## src/rtl/btn_trk_pkg.sv

```systemverilog
package btn_trk_pkg;
    typedef enum logic [1:0] {
        ST_IDLE   = 2'd0,
        ST_HELD   = 2'd1,
        ST_WINDOW = 2'd2
    } trk_state_e;
endpackage

```

## src/rtl/trk_step_cnt.sv

```systemverilog
module trk_step_cnt #(
    parameter int LIMIT = 125
) (
    input  logic clk,
    input  logic rst_n,
    input  logic clr,
    input  logic en,
    output logic at_last
);
    localparam int W = (LIMIT > 1) ? $clog2(LIMIT) : 1;
    localparam logic [W-1:0] LAST = W'(LIMIT - 1);

    logic [W-1:0] cnt_q;

    assign at_last = (cnt_q == LAST);

    always_ff @(posedge clk or negedge rst_n) begin
        if (!rst_n)      cnt_q <= '0;
        else if (clr)    cnt_q <= '0;
        else if (en)     cnt_q <= at_last ? '0 : cnt_q + 1'b1;
    end

    // the step count never leaves its period
    p_cnt_in_range_r6: assert property (@(posedge clk) disable iff (!rst_n)
        cnt_q <= LAST);
endmodule

```

## src/rtl/trk_fsm.sv

```systemverilog
module trk_fsm
    import btn_trk_pkg::*;
#(
    parameter int NBTN = 4
) (
    input  logic            clk,
    input  logic            rst_n,
    input  logic            tick,
    input  logic [NBTN-1:0] btn,
    input  logic            win_last,
    output logic [1:0]      queue_cnt,
    output logic            terminate,
    output logic            hold_clr,
    output logic            hold_en,
    output logic            win_clr,
    output logic            win_en
);
    trk_state_e      state_q, state_d;
    logic [NBTN-1:0] combo_q, combo_d;
    logic [1:0]      queue_q, queue_d;
    logic            term_q, term_d;

    always_ff @(posedge clk or negedge rst_n) begin
        if (!rst_n) begin
            state_q <= ST_IDLE;
            combo_q <= '0;
            queue_q <= 2'b00;
            term_q  <= 1'b0;
        end else begin
            state_q <= state_d;
            combo_q <= combo_d;
            queue_q <= queue_d;
            term_q  <= term_d;
        end
    end

    always_comb begin
        state_d  = state_q;
        combo_d  = combo_q;
        queue_d  = queue_q;
        term_d   = 1'b0;
        hold_clr = 1'b0;
        hold_en  = 1'b0;
        win_clr  = 1'b0;
        win_en   = 1'b0;
        if (tick) begin
            unique case (state_q)
                ST_IDLE: begin
                    if (btn != '0) begin
                        state_d  = ST_HELD;
                        combo_d  = btn;
                        queue_d  = 2'b00;
                        hold_clr = 1'b1;
                    end
                end
                ST_HELD: begin
                    if (btn == '0) begin
                        state_d = ST_WINDOW;
                        win_clr = 1'b1;
                    end else if (btn == combo_q) begin
                        hold_en = 1'b1;
                    end else begin
                        combo_d  = btn;
                        queue_d  = 2'b00;
                        hold_clr = 1'b1;
                    end
                end
                ST_WINDOW: begin
                    if (btn == '0) begin
                        win_en = 1'b1;
                        if (win_last) begin
                            state_d = ST_IDLE;
                            queue_d = 2'b00;
                        end
                    end else if (btn == combo_q) begin
                        state_d  = ST_HELD;
                        hold_clr = 1'b1;
                        term_d   = 1'b1;
                        if (queue_q != 2'b11) queue_d = queue_q + 2'b01;
                    end else begin
                        state_d  = ST_HELD;
                        combo_d  = btn;
                        queue_d  = 2'b00;
                        hold_clr = 1'b1;
                    end
                end
                default: state_d = ST_IDLE;
            endcase
        end
    end

    assign queue_cnt = queue_q;
    assign terminate = term_q;

    // a terminate request follows only a sampled tick
    p_term_after_tick_r2: assert property (@(posedge clk) disable iff (!rst_n)
        terminate |-> $past(tick));
    // a queued press never reports a first activation
    p_term_nonzero_q_r2: assert property (@(posedge clk) disable iff (!rst_n)
        terminate |-> (queue_cnt != 2'b00));
    // the count never wraps from 11 to 01 or 10
    p_no_wrap_r3: assert property (@(posedge clk) disable iff (!rst_n)
        (queue_cnt == 2'b11) |=> (queue_cnt == 2'b11 || queue_cnt == 2'b00));
    // without a tick the count holds
    p_q_stable_no_tick_r9: assert property (@(posedge clk) disable iff (!rst_n)
        !tick |=> $stable(queue_cnt));
endmodule

```

## src/rtl/btn_repeat_tracker.sv

```systemverilog
module btn_repeat_tracker #(
    parameter int NBTN       = 4,
    parameter int HOLD_TICKS = 125,
    parameter int WIN_TICKS  = 312
) (
    input  logic            clk,
    input  logic            rst_n,
    input  logic            tick,
    input  logic [NBTN-1:0] btn,
    input  logic            word_end,
    input  logic            sel_time,
    input  logic [1:0]      crc_in,
    output logic [1:0]      queue_cnt,
    output logic            terminate,
    output logic [1:0]      status_bits
);
    logic hold_clr, hold_en, win_clr, win_en;
    logic hold_last, win_last;
    logic [1:0] hold_q, hold_out_q;

    trk_fsm #(.NBTN(NBTN)) u_fsm (
        .clk       (clk),
        .rst_n     (rst_n),
        .tick      (tick),
        .btn       (btn),
        .win_last  (win_last),
        .queue_cnt (queue_cnt),
        .terminate (terminate),
        .hold_clr  (hold_clr),
        .hold_en   (hold_en),
        .win_clr   (win_clr),
        .win_en    (win_en)
    );

    trk_step_cnt #(.LIMIT(HOLD_TICKS)) u_hold_step (
        .clk     (clk),
        .rst_n   (rst_n),
        .clr     (hold_clr),
        .en      (hold_en),
        .at_last (hold_last)
    );

    trk_step_cnt #(.LIMIT(WIN_TICKS)) u_win_step (
        .clk     (clk),
        .rst_n   (rst_n),
        .clr     (win_clr),
        .en      (win_en),
        .at_last (win_last)
    );

    always_ff @(posedge clk or negedge rst_n) begin
        if (!rst_n)                                      hold_q <= 2'b00;
        else if (hold_clr)                               hold_q <= 2'b00;
        else if (hold_en && hold_last && hold_q != 2'b11) hold_q <= hold_q + 2'b01;
    end

    always_ff @(posedge clk or negedge rst_n) begin
        if (!rst_n)        hold_out_q <= 2'b00;
        else if (word_end) hold_out_q <= hold_q;
    end

    assign status_bits = sel_time ? hold_out_q : crc_in;

    // the hold field stays at 11 until a new activation
    p_hold_sat_r6: assert property (@(posedge clk) disable iff (!rst_n)
        (hold_q == 2'b11 && !hold_clr) |=> (hold_q == 2'b11));
    // the sent value only moves at a word boundary
    p_latch_boundary_r7: assert property (@(posedge clk) disable iff (!rst_n)
        !word_end |=> $stable(hold_out_q));
endmodule

```

## config.mk

```make
export PLATFORM = sky130hd
export DESIGN_NAME = btn_repeat_tracker
export DESIGN_NICKNAME = d
export VERILOG_FILES = /design/src/rtl/btn_trk_pkg.sv /design/src/rtl/trk_step_cnt.sv /design/src/rtl/trk_fsm.sv /design/src/rtl/btn_repeat_tracker.sv
export SDC_FILE = /design/constraint.sdc
export NUM_CORES = 1
export LEC_CHECK = 0
export BUFFER_PORTS_ARGS = -buffer_cell sky130_fd_sc_hd__buf_2
export CORE_UTILIZATION = 46
export CTS_BUF_LIST = sky130_fd_sc_hd__clkbuf_8
export DETAILED_ROUTE_END_ITERATION = 16
export GPL_ROUTABILITY_DRIVEN = 0
export HOLD_SLACK_MARGIN = 0.05
export PLACE_DENSITY = 0.71
export SYNTH_ARGS = -nofsm -noshare
export SYNTH_HDL_FRONTEND = slang
export SYNTH_SLANG_ARGS = --single-unit
```

## constraint.sdc

```tcl
create_clock -name clk -period 2.3 [get_ports clk]
set_input_delay 0.46 -clock clk [delete_from_list [all_inputs] [get_ports clk]]
set_output_delay 0.46 -clock clk [all_outputs]
set_load 0.02 [all_outputs]
```

==> reports/qor.tcl, run 1 <==
set qor(run_status) {completed}
set qor(placed_cells) 253
set qor(pwr-share-comb) 0.276
set qor(wl_per_cell_um) 14.1
set qor(via_count) 1537
set qor(critPathMaxFanout) 11
set qor(ant_nets) 0
set qor(swShare) 0.326
set qor(floorplan.rows) 22
set qor(post_cts_hold_buffer_count) 0
set qor(dr.first_iter.drc_count) 90
set qor(placeable_core_region_um2) 3720
set qor(floorplan.io_pins) 16
set qor(synthesized_instance_count) 190
set qor(layout.cells.most_common_list) {sky130_fd_sc_hd__dfrtp_1 (29), sky130_fd_sc_hd__nand2_1 (15), sky130_fd_sc_hd__buf_2 (15)}
set qor(unrepaired_setup_endpoints_after_global_routing) {no}
set qor(route.detailed.vias_per_inst) 5.89
set qor(globalRouteTotalUtil) 0.201
set qor(syn-mean-instance-area_um2) 9.51
set qor(timing.final.crit_share) 0.895
set qor(detail_route.drc_violations) 0
set qor(insertion_delay_ps) 280
set qor(cts_repair_resize_count) 0
set qor(timing_hold_violations_final) 0
set qor(grt_pass1_wl_um) 6430
set qor(vdd.ir_drop.worst_uv) 440
set qor(drt_pass1_iterations) 4
set qor(antenna-diode-count) 0
set qor(fmaxAchievable_mhz) 486
set qor(startpoint_to_endpoint_class_of_the_critical_path) {reg2reg}
set qor(fin_skew_ps) 9.87
set qor(critical_path.startpoint_type) {flip-flop}
set qor(final-seq-area_um2) 726
set qor(critical_path_arrival_ps) 2260
set qor(worstHoldPathType) {in2async}
set qor(detailed_place_hpwl_um) 2670
set qor(cts.sinks) 29
set qor(p_leak_nw) 0.924
set qor(htree_num_levels) 2
set qor(nets_final) 232
set qor(synthTopCellsByArea) {sky130_fd_sc_hd__dfrtp_1 (40%), sky130_fd_sc_hd__ha_1 (6.2%), sky130_fd_sc_hd__mux2_2 (5.6%), sky130_fd_sc_hd__a21oi_1 (3.6%), sky130_fd_sc_hd__nand2_1 (3.1%)}
set qor(worst_slew_pin_slew_ps) 649
set qor(share_seq_of_total_power) 0.411
set qor(drv_slew) 0
set qor(share_clk_of_total_power) 0.313
set qor(vias_in_the_first_global_route) 1436
set qor(rrSetupSlack_ps) 240
set qor(most_common_cell_after_layout_fill_and_taps_aside) {sky130_fd_sc_hd__dfrtp_1}
set qor(die_h_um) 64.7
set qor(number_of_antenna_violations_at_the_first_check_in_global_routing) 0
set qor(yosysTopAreaCellShare) 0.402
set qor(synth_top_area_cell) {sky130_fd_sc_hd__dfrtp_1}
set qor(critPathCaptureType) {flip-flop}
set qor(post_synthesis_to_final_layout_area_growth_pct) 14.1
set qor(layout_min_cycle_time_ps) 2060
set qor(ys_seq_area_frac) 0.402
set qor(clock_pin_slew_reported_for_the_worst_setup_and_hold_paths_after_clock_tree_synthesis_ps) 70
set qor(cts_setup_buffers) 0
set qor(post-layout-total-power_mw) 1.46
set qor(syn-cell-area_um2) 1810
set qor(grt_max_degree) 30
set qor(floorplan.die.width_um) 64.7
set qor(clk_root_buffer_cell) {sky130_fd_sc_hd__clkbuf_8}
set qor(pre_cts_ws_ps) 4.76
set qor(power_density_nw_per_um2) 709
set qor(port_buffers) 15
set qor(drive_above_1_share) 0.230
set qor(setup_viol_count_final) 0
set qor(multi_input_comb_area_um2) 1010
set qor(yosys.cell_types.count) 45
set qor(die_area_um2) 4180
set qor(fillerInstances) 342
set qor(grt.overflow.total) 0
set qor(setup_tns_after_final_layout_ps) 0
set qor(cts_made_buffers) 5
set qor(max_slew_margin_vs_limit) 0.567
set qor(instances_no_fill) 261
set qor(timing.final.ws_setup_ps) 242
set qor(p_sw_mw) 0.476
set qor(max_cap_viol_count) 0
set qor(ys.warnings.count) 0
set qor(nets_in_the_synthesized_netlist) 210
set qor(ys_seq_elements) 29
set qor(tritoncts) {yes}
set qor(totalWireLength_um) 3680
set qor(cts_buffer_depth) 2
set qor(initial_core_util) 0.486
set qor(crit_required_ps) 2500
set qor(p_int_mw) 0.986
[sequential cells by signal, summed over array words and instances, names as in the netlist]
signal / cells
hold_out_q: 2
hold_q: 2
u_fsm.combo_q: 4
u_fsm.queue_cnt: 2
u_fsm.state_q: 2
u_fsm.terminate: 1
u_hold_step.cnt_q: 7
u_win_step.cnt_q: 9
[routing by layer]
metal  GRT usage  routed length (um)
met3      0.0387                 161
met5           0                   0
met4      0.0917                  53
met2       0.318                1690
met1       0.264                1770
[final timing paths]
check,endpoint,cells after the start,startpoint
max,hold_q[0]$_DFFE_PN0P_,6,u_fsm.state_q[1]$_DFFE_PN0P_
min,u_win_step.cnt_q[2]$_DFFE_PN0P_,1,rst_n
max reg2reg,hold_q[0]$_DFFE_PN0P_,6,u_fsm.state_q[1]$_DFFE_PN0P_
min reg2reg,hold_out_q[1]$_DFFE_PN0P_,1,hold_out_q[1]$_DFFE_PN0P_
max in group asynchronous,u_fsm.combo_q[2]$_DFFE_PN0P_,1,rst_n
min in group clk,hold_out_q[0]$_DFFE_PN0P_,2,word_end
[synthesized netlist by cell type (all sizes together)]
master,number
ha,9
o21ai,11
and3,1
or2b,1
or4,5
nor4,4
nand3,11
o2111ai,1
a221oi,1
nand2b,3
o311ai,1
o22ai,2
a31o,1
nand4,5
xor2,4
o31ai,3
clkbuf,2
o41ai,5
nor4b,2
a22o,1
and4,1
inv,9
mux2,9
a31oi,4
nor3,2
nand2,15
o2111a,1
a211oi,3
buf,5
nor2,12
dfrtp,29
and2,2
a22oi,1
a21o,4
a21oi,13
a311oi,1
xnor2,1
o211ai,1
or3,4
[area by class of cell]
cell class,instances,area share
Timing Repair Buffer,22,0.0619
Inverter,9,0.0164
Sequential cell,29,0.352
Clock inverter,1,0.00243
Multi-Input combinational cell,145,0.492
Tap cell,48,0.0291
Clock buffer,7,0.0467
[critical path: stages (launching register included)]
cell and delay, ps:
sky130_fd_sc_hd__dfrtp_1 370, sky130_fd_sc_hd__inv_1 70, sky130_fd_sc_hd__ha_1 370, sky130_fd_sc_hd__nand4_1 200, sky130_fd_sc_hd__or4_1 470, sky130_fd_sc_hd__or3_1 330, sky130_fd_sc_hd__a21oi_1 160
[metrics by stage]
| stage | utilization | area (um2) | hold slack [ps] |
|---|---|---|---|
| after global placement | 0.526 | 1960 | 490 |
| after global routing | 0.555 | 2060 | 263 |
| after detailed placement | 0.526 | 1960 | 496 |
| after floorplan | - | 1810 | 164 |
| after CTS | 0.554 | 2060 | 220 |
| final | 0.555 | 2060 | 194 |
[cell families (layout without fill, tap and decap cells)]
| family | after synthesis | count (layout) | share of synthesized area |
|---|---|---|---|
| AO/OA/AOI/OAI | 54 | 54 | 0.202 |
| flip-flops | 29 | 29 | 0.402 |
| multiplexers | 9 | 9 | 0.0561 |
| AND/OR/NAND/NOR | 68 | 68 | 0.211 |
| buffers and inverters | 16 | 39 | 0.0436 |
| XOR/XNOR | 5 | 5 | 0.0242 |
| adder cells (fa/ha/maj) | 9 | 9 | 0.0623 |
[power by group through the flow]
stage               Sequential, mW  Clock, mW  Combinational, mW
floorplan                    0.602          0              0.287
global placement             0.608          0              0.387
detailed placement           0.610          0              0.394
CTS                          0.601      0.470              0.397
global route                 0.609      0.491              0.456
finish                       0.601      0.458              0.403
No activity file was read; power rests on OpenSTA's default activity.
==> inputs of run 2 (changes only) <==
ABC_AREA = 1   (was not set)
==> run 2 against run 1 <==
  * First-iteration DRC count rose by 50%
  * Die area rose by 2.6%
  * Sequential power rose by 11%
  * Total power rose by 6.3%
  * Critical path type unchanged
==> reports/qor.tcl, run 2 <==
set qor(run_status) {completed}
set qor(p_sw_mw) 0.588
set qor(final_util) 0.547
set qor(vias_in_the_first_global_route) 1446
set qor(pwr-share-comb) 0.314
set qor(fin_area_um2) 2060
set qor(critical_path_arrival_ps) 1900
set qor(ys.warnings.count) 0
set qor(dr.first_iter.drc_count) 135
set qor(cts.sinks) 29
set qor(synth_top_area_cell) {sky130_fd_sc_hd__dfrtp_1}
set qor(postSynth.asyncResetShare) 1.00
set qor(timing_hold_violations_final) 0
set qor(timing.final.ws_setup_ps) 576
set qor(clock_pin_slew_reported_for_the_worst_setup_and_hold_paths_after_clock_tree_synthesis_ps) 60
set qor(floorplan.die.width_um) 65.5
set qor(grt_max_degree) 30
set qor(synthesized_instance_count) 259
set qor(layout_min_cycle_time_ps) 1720
set qor(nets_final) 300
set qor(critPathMaxFanout) 8
set qor(unrepaired_setup_endpoints_after_global_routing) {no}
set qor(die_area_um2) 4290
set qor(synth_enable_flop_cells) 0
set qor(drt_pass1_iterations) 4
set qor(route.detailed.vias_per_inst) 4.91
set qor(detail_route.drc_violations) 0
set qor(ant_nets) 0
set qor(floorplan.io_pins) 16
set qor(critical_path_buf_inv_count) 2
set qor(power_density_nw_per_um2) 754
set qor(vdd.ir_drop.worst_uv) 559
set qor(worstHoldPathType) {in2async}
set qor(clk_root_buffer_cell) {sky130_fd_sc_hd__clkbuf_8}
set qor(insertion_delay_ps) 280
set qor(drive_above_1_share) 0.142
set qor(cts_setup_buffers) 0
set qor(placeable_core_region_um2) 3770
set qor(cpMostUsedCell) {sky130_fd_sc_hd__nand2_1}
set qor(antenna-diode-count) 0
set qor(setup_tns_after_final_layout_ps) 0
set qor(fmaxAchievable_mhz) 580
set qor(worst_slew_pin_slew_ps) 660
set qor(synthTopCellsByArea) {sky130_fd_sc_hd__dfrtp_1 (39%), sky130_fd_sc_hd__nand2_1 (15%), sky130_fd_sc_hd__inv_1 (7.7%), sky130_fd_sc_hd__ha_1 (6.1%), sky130_fd_sc_hd__nor2_1 (5.1%)}
set qor(timing.final.crit_share) 0.750
set qor(instances_no_fill) 329
set qor(area_after_dpl_um2) 1980
set qor(ys_seq_elements) 29
set qor(grt.overflow.total) 0
set qor(critPathCaptureType) {flip-flop}
set qor(number_of_antenna_violations_at_the_first_check_in_global_routing) 0
set qor(globalRouteTotalUtil) 0.189
set qor(totalWireLength_um) 3460
set qor(post_synthesis_to_final_layout_area_growth_pct) 11.3
set qor(setup_viol_count_final) 0
set qor(yosys.cell_types.count) 23
set qor(syn-mean-instance-area_um2) 7.16
set qor(fin_skew_ps) 5.10
set qor(largest_reg_flops) 9
set qor(cts_buffer_depth) 2
set qor(via_count) 1615
set qor(reg_top3) {u_win_step.cnt_q x9, u_hold_step.cnt_q x7, u_fsm.combo_q x4}
set qor(placed_cells) 321
set qor(most_common_cell_after_layout_fill_and_taps_aside) {sky130_fd_sc_hd__nand2_1}
set qor(share_seq_of_total_power) 0.431
set qor(crit_required_ps) 2470
set qor(pre_cts_ws_ps) 590
set qor(initial_core_util) 0.492
set qor(swShare) 0.378
set qor(detailed_place_hpwl_um) 2540
set qor(drv_slew) 0
set qor(dominantRegCellSynth) {sky130_fd_sc_hd__dfrtp_1}
set qor(die_h_um) 65.5
set qor(htree_num_levels) 2
set qor(critical_path.startpoint_type) {flip-flop}
set qor(grt_pass1_wl_um) 6090
set qor(nets_in_the_synthesized_netlist) 279
set qor(p_leak_nw) 1.14
set qor(critical_path.top_delay_family) {simple AND/OR/NAND/NOR gates}
set qor(port_buffers) 15
set qor(ys_seq_area_frac) 0.391
set qor(timing.hold.ws_ps) 203
set qor(yosysTopAreaCellShare) 0.391
set qor(synth_most_common_cell) {sky130_fd_sc_hd__nand2_1}
set qor(path_cells) {inv_1 > ha_1 > nand2_1 > a21oi_2 > nand2_1 > nand2_1 > nand2_1 > inv_1 > nor2_1}
set qor(syn-cell-area_um2) 1850
set qor(share_clk_of_total_power) 0.256
set qor(p_int_mw) 0.967
set qor(cts_made_buffers) 5
set qor(max_slew_margin_vs_limit) 0.560
set qor(slowest_cell_on_the_critical_path) {sky130_fd_sc_hd__dfrtp_1}
set qor(floorplan.rows) 22
set qor(layout.cells.most_common_list) {sky130_fd_sc_hd__nand2_1 (73), sky130_fd_sc_hd__inv_1 (39), sky130_fd_sc_hd__dfrtp_1 (29)}
set qor(critical_path.max_stage_delay_ps) 410
set qor(post_cts_hold_buffer_count) 0
set qor(regMostFlops) {u_win_step.cnt_q}
set qor(tritoncts) {yes}
set qor(max_cap_viol_count) 0
set qor(startpoint_to_endpoint_class_of_the_critical_path) {reg2reg}
set qor(post-layout-total-power_mw) 1.55
set qor(cts_repair_resize_count) 0
set qor(wl_per_cell_um) 10.5
set qor(ys_top_cells_by_count) {sky130_fd_sc_hd__nand2_1 (73), sky130_fd_sc_hd__inv_1 (38), sky130_fd_sc_hd__dfrtp_1 (29)}
run 2: cell families (layout without fill, tap and decap cells):
family,count (synthesis),after routing,share of synthesized area
AOI/OAI and AO/OA,32,32,0.0918
xor gates and xnor gates,3,3,0.0142
adders and majority gates,9,9,0.0607
buffers and inverters,44,66,0.0945
DFF,29,29,0.391
and+or+nand+nor,142,142,0.347
run 2: final timing paths:
path	from	end	slack, ps	cells past startpoint
max	u_fsm.state_q[1]$_DFFE_PN0P_	u_hold_step.cnt_q[0]$_DFFE_PN0P_	580	9
min	rst_n	u_fsm.combo_q[3]$_DFFE_PN0P_	200	1
max reg2reg	u_fsm.state_q[1]$_DFFE_PN0P_	u_hold_step.cnt_q[0]$_DFFE_PN0P_	580	9
min reg2reg	u_fsm.combo_q[1]$_DFFE_PN0P_	u_fsm.combo_q[1]$_DFFE_PN0P_	520	2
max in group asynchronous	rst_n	u_fsm.state_q[1]$_DFFE_PN0P_	1660	1
min in group clk	word_end	hold_out_q[1]$_DFFE_PN0P_	420	2
run 2: layer usage:
metal | vias up | global-route usage | part of all wire
met5 | - | 0 | 0
met4 | 0 | 0.0815 | 0.012
met3 | 4 | 0.0521 | 0.040
met2 | 28 | 0.300 | 0.44
met1 | 720 | 0.240 | 0.51
li1 | 863 | - | -
run 2: worst reg2reg max path, delay by kind of cell (launching register included):
| family | cells | cell delay [ps] |
|---|---|---|
| buffers and inverters | 2 | 150 |
| AO/OA/AOI/OAI | 1 | 330 |
| flip-flops | 1 | 410 |
| adder cells (fa/ha/maj) | 1 | 190 |
| AND/OR/NAND/NOR | 5 | 550 |
run 2: power groups by stage:
stage | sequential, mW | clock, mW | combinational (mW)
5_1_grt | 0.684 | 0.443 | 0.567
3_3_place_gp | 0.673 | 0 | 0.480
4_1_cts | 0.668 | 0.415 | 0.488
2_1_floorplan | 0.661 | 0 | 0.376
6_report | 0.669 | 0.398 | 0.488
3_5_place_dp | 0.675 | 0 | 0.488
run 2: layout make-up:
type,instances,area (um2)
clock inverter,3,13.8
clock buffer,5,68.8
sequential,29,726
timing repair buffer,16,82.6
multi-input combinational,186,953
inverter,42,159
tap,48,60.1
fill,357,1710
